**src/rtl/ddr_sched_pkg.sv**
```systemverilog
package ddr_sched_pkg;

  // {cs_n, ras_n, cas_n, we_n}
  typedef enum logic [3:0] {
    CMD_MRS = 4'b0000,
    CMD_REF = 4'b0001,
    CMD_PRE = 4'b0010,
    CMD_ACT = 4'b0011,
    CMD_WR  = 4'b0100,
    CMD_RD  = 4'b0101,
    CMD_NOP = 4'b0111
  } dram_cmd_e;

  typedef enum logic [1:0] {
    ST_POWER,
    ST_MODE,
    ST_RUN
  } sched_state_e;

  // Mode-register load order: MR2, MR3, MR1, MR0
  function automatic logic [1:0] mode_reg_sel(input logic [1:0] step);
    case (step)
      2'd0:    mode_reg_sel = 2'd2;
      2'd1:    mode_reg_sel = 2'd3;
      2'd2:    mode_reg_sel = 2'd1;
      default: mode_reg_sel = 2'd0;
    endcase
  endfunction

  // MR1 bit 0 disables the DLL; MR0 selects BL8 and CAS latency 6
  function automatic logic [15:0] mode_reg_val(input logic [1:0] step);
    case (step)
      2'd2:    mode_reg_val = 16'h0001;
      2'd3:    mode_reg_val = 16'h0020;
      default: mode_reg_val = 16'h0000;
    endcase
  endfunction

endpackage

```
**src/rtl/ddr_open_rows.sv**
```systemverilog
module ddr_open_rows #(
  parameter int BANKS = 8,
  parameter int ROW_W = 14,
  localparam int BANK_W = $clog2(BANKS)
) (
  input  logic              clk,
  input  logic              rst,
  input  logic [BANK_W-1:0] look_bank,
  input  logic [ROW_W-1:0]  look_row,
  output logic              look_open,
  output logic              look_hit,
  output logic              any_open,
  input  logic              set_en,
  input  logic [BANK_W-1:0] set_bank,
  input  logic [ROW_W-1:0]  set_row,
  input  logic              close_en,
  input  logic [BANK_W-1:0] close_bank,
  input  logic              close_all
);

  logic [BANKS-1:0] open_vec;
  logic [ROW_W-1:0] row_tab [BANKS];

  always_ff @(posedge clk) begin
    for (int b = 0; b < BANKS; b++) begin
      if (rst) begin
        open_vec[b] <= 1'b0;
        row_tab[b]  <= '0;
      end else if (close_all || (close_en && close_bank == BANK_W'(b))) begin
        open_vec[b] <= 1'b0;
      end else if (set_en && set_bank == BANK_W'(b)) begin
        open_vec[b] <= 1'b1;
        row_tab[b]  <= set_row;
      end
    end
  end

  assign look_open = open_vec[look_bank];
  assign look_hit  = open_vec[look_bank] && (row_tab[look_bank] == look_row);
  assign any_open  = |open_vec;

endmodule

```
**src/rtl/ddr_refresh_tick.sv**
```systemverilog
module ddr_refresh_tick #(
  parameter int T_REFI = 975,
  localparam int CNT_W = $clog2(T_REFI + 1)
) (
  input  logic clk,
  input  logic rst,
  input  logic enable,
  input  logic ack,
  output logic pending
);

  logic [CNT_W-1:0] cnt;
  logic             fire;

  assign fire = enable && (cnt == CNT_W'(T_REFI - 1));

  always_ff @(posedge clk) begin
    if (rst || !enable) begin
      cnt     <= '0;
      pending <= 1'b0;
    end else begin
      cnt     <= fire ? '0 : cnt + 1'b1;
      pending <= (pending && !ack) || fire;
    end
  end

endmodule

```
**src/rtl/ddr_open_row_sched.sv**
```systemverilog
module ddr_open_row_sched
  import ddr_sched_pkg::*;
#(
  parameter int BANKS  = 8,
  parameter int ROW_W  = 14,
  parameter int COL_W  = 10,
  parameter int T_INIT = 500,
  parameter int T_MRD  = 4,
  parameter int T_RP   = 2,
  parameter int T_RCD  = 2,
  parameter int T_CCD  = 4,
  parameter int T_WTR  = 8,
  parameter int T_RTW  = 6,
  parameter int T_RFC  = 14,
  parameter int T_REFI = 975,
  localparam int BANK_W = $clog2(BANKS),
  localparam int GAP_W  = $clog2(T_INIT + T_MRD + T_RP + T_RCD + T_CCD
                                 + T_WTR + T_RTW + T_RFC + 1)
) (
  input  logic              clk,
  input  logic              rst,
  input  logic              req_valid,
  output logic              req_ready,
  input  logic              req_write,
  input  logic [BANK_W-1:0] req_bank,
  input  logic [ROW_W-1:0]  req_row,
  input  logic [COL_W-1:0]  req_col,
  output logic              init_done,
  output logic              dfi_cs_n,
  output logic              dfi_ras_n,
  output logic              dfi_cas_n,
  output logic              dfi_we_n,
  output logic [BANK_W-1:0] dfi_bank,
  output logic [ROW_W-1:0]  dfi_address
);

  sched_state_e      st, st_n;
  logic [GAP_W-1:0]  gap, gap_n;
  logic [1:0]        mode_step, mode_step_n;
  logic              last_wr, last_wr_n;
  logic              col_seen, col_seen_n;
  logic              turn_done, turn_done_n;
  dram_cmd_e         cmd_q, cmd_n;
  logic [BANK_W-1:0] bank_n;
  logic [ROW_W-1:0]  addr_n;

  logic look_open, look_hit, any_open;
  logic set_en, close_en, close_all;
  logic ref_pending, ref_ack;

  ddr_open_rows #(.BANKS(BANKS), .ROW_W(ROW_W)) u_rows (
    .clk(clk), .rst(rst),
    .look_bank(req_bank), .look_row(req_row),
    .look_open(look_open), .look_hit(look_hit), .any_open(any_open),
    .set_en(set_en), .set_bank(req_bank), .set_row(req_row),
    .close_en(close_en), .close_bank(req_bank), .close_all(close_all)
  );

  ddr_refresh_tick #(.T_REFI(T_REFI)) u_ref (
    .clk(clk), .rst(rst), .enable(st == ST_RUN),
    .ack(ref_ack), .pending(ref_pending)
  );

  always_comb begin
    st_n        = st;
    gap_n       = gap;
    mode_step_n = mode_step;
    last_wr_n   = last_wr;
    col_seen_n  = col_seen;
    turn_done_n = turn_done;
    cmd_n       = CMD_NOP;
    bank_n      = '0;
    addr_n      = '0;
    set_en      = 1'b0;
    close_en    = 1'b0;
    close_all   = 1'b0;
    ref_ack     = 1'b0;
    req_ready   = 1'b0;
    if (gap != '0) begin
      gap_n = gap - 1'b1;
    end else begin
      case (st)
        ST_POWER: st_n = ST_MODE;
        ST_MODE: begin
          cmd_n       = CMD_MRS;
          bank_n      = BANK_W'(mode_reg_sel(mode_step));
          addr_n      = ROW_W'(mode_reg_val(mode_step));
          gap_n       = GAP_W'(T_MRD - 1);
          mode_step_n = mode_step + 1'b1;
          if (mode_step == 2'd3) st_n = ST_RUN;
        end
        default: begin
          if (ref_pending) begin
            if (any_open) begin
              cmd_n      = CMD_PRE;
              addr_n[10] = 1'b1;
              close_all  = 1'b1;
              gap_n      = GAP_W'(T_RP - 1);
            end else begin
              cmd_n   = CMD_REF;
              ref_ack = 1'b1;
              gap_n   = GAP_W'(T_RFC - 1);
            end
          end else if (req_valid) begin
            bank_n = req_bank;
            if (!look_open) begin
              cmd_n  = CMD_ACT;
              addr_n = req_row;
              set_en = 1'b1;
              gap_n  = GAP_W'(T_RCD - 1);
            end else if (!look_hit) begin
              cmd_n    = CMD_PRE;
              close_en = 1'b1;
              gap_n    = GAP_W'(T_RP - 1);
            end else if (col_seen && (last_wr != req_write) && !turn_done) begin
              // stall for the bus turnaround beyond the column spacing
              gap_n       = req_write ? GAP_W'(T_RTW - T_CCD - 1)
                                      : GAP_W'(T_WTR - T_CCD - 1);
              turn_done_n = 1'b1;
            end else begin
              cmd_n       = req_write ? CMD_WR : CMD_RD;
              addr_n      = ROW_W'(req_col);
              req_ready   = 1'b1;
              gap_n       = GAP_W'(T_CCD - 1);
              last_wr_n   = req_write;
              col_seen_n  = 1'b1;
              turn_done_n = 1'b0;
            end
          end
        end
      endcase
    end
  end

  always_ff @(posedge clk) begin
    if (rst) begin
      st          <= ST_POWER;
      gap         <= GAP_W'(T_INIT - 1);
      mode_step   <= '0;
      last_wr     <= 1'b0;
      col_seen    <= 1'b0;
      turn_done   <= 1'b0;
      cmd_q       <= CMD_NOP;
      dfi_bank    <= '0;
      dfi_address <= '0;
    end else begin
      st          <= st_n;
      gap         <= gap_n;
      mode_step   <= mode_step_n;
      last_wr     <= last_wr_n;
      col_seen    <= col_seen_n;
      turn_done   <= turn_done_n;
      cmd_q       <= cmd_n;
      dfi_bank    <= bank_n;
      dfi_address <= addr_n;
    end
  end

  assign {dfi_cs_n, dfi_ras_n, dfi_cas_n, dfi_we_n} = cmd_q;
  assign init_done = (st == ST_RUN);

endmodule

```
**config.mk**
```make
export PLATFORM = sky130hd
export DESIGN_NAME = ddr_open_row_sched
export DESIGN_NICKNAME = d
export VERILOG_FILES = /design/src/rtl/ddr_sched_pkg.sv /design/src/rtl/ddr_open_rows.sv /design/src/rtl/ddr_refresh_tick.sv /design/src/rtl/ddr_open_row_sched.sv
export SDC_FILE = /design/constraint.sdc
export NUM_CORES = 1
export LEC_CHECK = 0
export ABC_CLOCK_PERIOD_IN_PS = 7500
export BUFFER_PORTS_ARGS = -buffer_cell sky130_fd_sc_hd__buf_4
export CORE_UTILIZATION = 65
export DETAILED_ROUTE_END_ITERATION = 6
export PLACE_DENSITY = 0.85
export SLEW_MARGIN = 10
export SYNTH_ARGS = -nofsm -noshare
export SYNTH_HDL_FRONTEND = slang
export SYNTH_SLANG_ARGS = --single-unit
export TNS_END_PERCENT = 10
```
**constraint.sdc**
```tcl
create_clock -name clk -period 7.5 [get_ports clk]
set_input_delay 0.375 -clock clk [delete_from_list [all_inputs] [get_ports clk]]
set_output_delay 0.375 -clock clk [all_outputs]
set_load 0.02 [all_outputs]
```
==> impl_metrics.json <==
{
  "rsz0062_at_grt": "false",
  "powerDensity_nw_per_um2": 224,
  "path_clk_slew_ns": 0.06,
  "rr_endpoint": "u_rows.row_tab[7][7]",
  "yosysSeqAreaShare_pct": 55.7,
  "drt-wirelength-per-cell_um": 21.4,
  "busiest_layer": "met2",
  "r2r-start": "gap[1]",
  "fmax_ghz": 0.258,
  "power_frac_comb_pct": 7.2,
  "clockBufferDepth": 2,
  "synth_top_flop_cell": "edfxtp_1",
  "core_um2": 12100,
  "grt_max_degree": 103,
  "nets": 771,
  "use_met2_pct": 54.1,
  "synth_warnings": 0,
  "r2r_slack_ns": 3.90,
  "syn_area_um2": 8060,
  "crit_type": "in2out",
  "critical_path.max_stage_delay_ns": 0.87,
  "die_x_um": 113,
  "syn_area_per_cell_um2": 11.2,
  "syn_to_final_growth_pct": 10.7,
  "dr_total_vias": 5940,
  "arrival_ns": 3.51,
  "antenna_left": 0,
  "clock_latency_ns": 0.43,
  "firstDrtPassIters": 6,
  "p_leak_uw": 0.00371,
  "die_height_um": 113,
  "yosys_register_bits": 168,
  "worstMarginPinSlew_ns": 1.24,
  "clock_power_share_pct": 41.3,
  "crit_slowest_cell": "nor3b_2",
  "end_kind": "output port",
  "root_buffer": "clkbuf_16",
  "antenna_found_initial": 0,
  "r2r_cells": 10,
  "vdd_ir_drop_max_v": 0.000117,
  "path_max_fanout": 53,
  "ys_types": 64,
  "cts_tree": "done",
  "netlist_instances": 720,
  "synth-edff-count": 112,
  "final_max_slew_viol_count": 0,
  "drv_cap": 0,
  "cts-resized-gates": 0,
  "vias_per_cell": 6.51,
  "grt_first_pass_wirelength_um": 30800,
  "diodes": 0,
  "status": "complete, no violations",
  "min-delay-start": "req_col[8]",
  "cp-endpoint": "req_ready",
  "cts.sinks": 168,
  "drtIter0Drc": 747,
  "start_kind": "input port",
  "power.switching_uw": 436,
  "overflow": 0,
  "grtUsageTotal_pct": 32.1,
  "io_buffers": 52,
  "netlist.area_leader.share_pct": 41.7,
  "ys_top_cells_by_area": "edfxtp_1 42%, dfxtp_1 14%, and3_1 9.5%, mux2i_1 4.0%, nor2_1 2.1%",
  "drt_wl_total_um": 19500,
  "drc_errors": 0,
  "drive_gt1_share_pct": 15.3,
  "relSlewSlack_pct": 17.1,
  "finalCritPeriodShare_pct": 51.8,
  "met1_usage_pct": 39.6,
  "yosys.area.top_type": "edfxtp_1",
  "ctsHoldBuffers": 0,
  "p_sw_share_pct": 21.9,
  "cts.htree.levels": 4,
  "finClkSkew_ns": 0.0111,
  "final_hold_viol_count": 0,
  "met3_usage_pct": 5.57,
  "required_ns": 7.12,
  "crit_path_frequent_cell": "buf_4",
  "numCtsBuffers": 17,
  "hold_class": "in2reg",
  "final_util_pct": 73.9,
  "syn_nets": 759,
  "cp-startpoint": "req_bank[1]",
  "die_area_um2": 12800,
  "intPower_uw": 1560,
  "hpwl_um": 12200,
  "start_util_pct": 66.8,
  "routabilityCongestion": 0.890,
  "dpl.cell_count": 881,
  "crit_chain": "buf_4 > nor3b_2 > a222oi_1 > o21ai_0 > xor2_1 > nand3_2 > or4_4 > nor2_1 > buf_4",
  "synth-async-reset-ratio_pct": 0,
  "seqPwrFrac_pct": 51.5,
  "grt_pass1_vias": 5902,
  "tns_ns": 0,
  "rows": 40,
  "setup_viol": 0,
  "post_cts_buffers": 0,
  "min_period_ns": 3.88,
  "io_pins": 54,
  "fill_cells": 812,
  "layout.cells.non_filler": 913
}
[cells in the mapped netlist, types with 15 or more instances]
library cell  number
xor2_1            15
nand3_1           20
edfxtp_1         112
o21ai_0           21
clkbuf_1          38
mux2i_1           32
inv_1             17
nand2_1           34
a21oi_1           19
nor2_1            45
and3_1           122
dfxtp_1           56
[logic make-up (layout without fill, tap and decap cells)]
kind of cell	after synthesis	in the layout	synth area share, %
buf+inv	81	106	4.88
other cells	1	1	0.0465
xor+xnor	22	22	2.39
flops	168	168	55.7
compound gates	107	107	8.63
simple gates	285	285	20.1
fa+ha+maj	8	8	1.24
mux	48	48	7.10
[critical path: cells and delay by family]
kind	cells	cell delay, ns
buffers and inverters	2	0.74
xor gates and xnor gates	1	0.19
AOI/OAI and AO/OA	2	0.41
and+or+nand+nor	4	1.75
[worst min-delay path by stage]
stage,to,depth (start not counted)
CTS,dfi_address[2],3
floorplan,gap[8],2
finish,dfi_address[8],3
global placement,gap[8],2
global route,dfi_address[2],3
detailed placement,turn_done,2
[power by group through the flow]
| stage | clock (uW) | sequential [uW] | combinational [uW] |
|---|---|---|---|
| after floorplan | 0 | 1040 | 97.6 |
| after CTS | 820 | 1030 | 141 |
| after global routing | 852 | 1030 | 153 |
| final | 823 | 1030 | 143 |
| after detailed placement | 0 | 1050 | 140 |
| after global placement | 0 | 1050 | 136 |
[through the flow]
stage	cell area [um2]	power, uW	worst slack [ns]	hold slack [ns]
finish	8920	1990	3.62	0.212
detailed placement	8370	1190	3.69	0.457
CTS	8920	1990	3.71	0.202
global route	8920	2040	3.38	0.211
floorplan	8060	1140	4.64	0.424
global placement	8370	1180	3.81	0.439
[sequential cells by signal, summed over array words and instances, names as in the netlist]
| name | cells |
|---|---|
| u_rows.row_tab | 112 |
| gap | 10 |
| u_ref.cnt | 10 |
| dfi_address | 14 |
| cmd_q | 3 |
| dfi_bank | 3 |
| col_seen | 1 |
| st | 2 |
| u_rows.open_vec | 8 |
| mode_step | 2 |
| last_wr | 1 |
| u_ref.pending | 1 |
| turn_done | 1 |
[cells in the final DEF, fill, tap and decap left out, types with 15 or more instances in the layout]
cell       count
dfxtp_1       56
clkbuf_16     17
xor2_1        15
nor2_1        45
o21ai_0       21
edfxtp_1     112
inv_1         17
mux2i_1       32
nand2_1       34
and3_1       122
buf_4         57
nand3_1       20
a21oi_1       19
[final cells by class]
| class | instances | area [um2] | area share, % |
|---|---|---|---|
| clock buffer | 28 | 507 | 5.68 |
| clock inverter | 4 | 43.8 | 0.491 |
| multi-input combinational | 471 | 3180 | 35.7 |
| tap | 168 | 210 | 2.36 |
| timing repair buffer | 57 | 428 | 4.80 |
| inverter | 17 | 63.8 | 0.715 |
| sequential | 168 | 4480 | 50.3 |
[routing by layer]
layer,up-vias,part of all wire (%)
met5,-,0
met4,0,3.8
met3,61,8.3
met2,348,49
met1,2852,39
li1,2679,-
(Power assumes the default switching activity.)
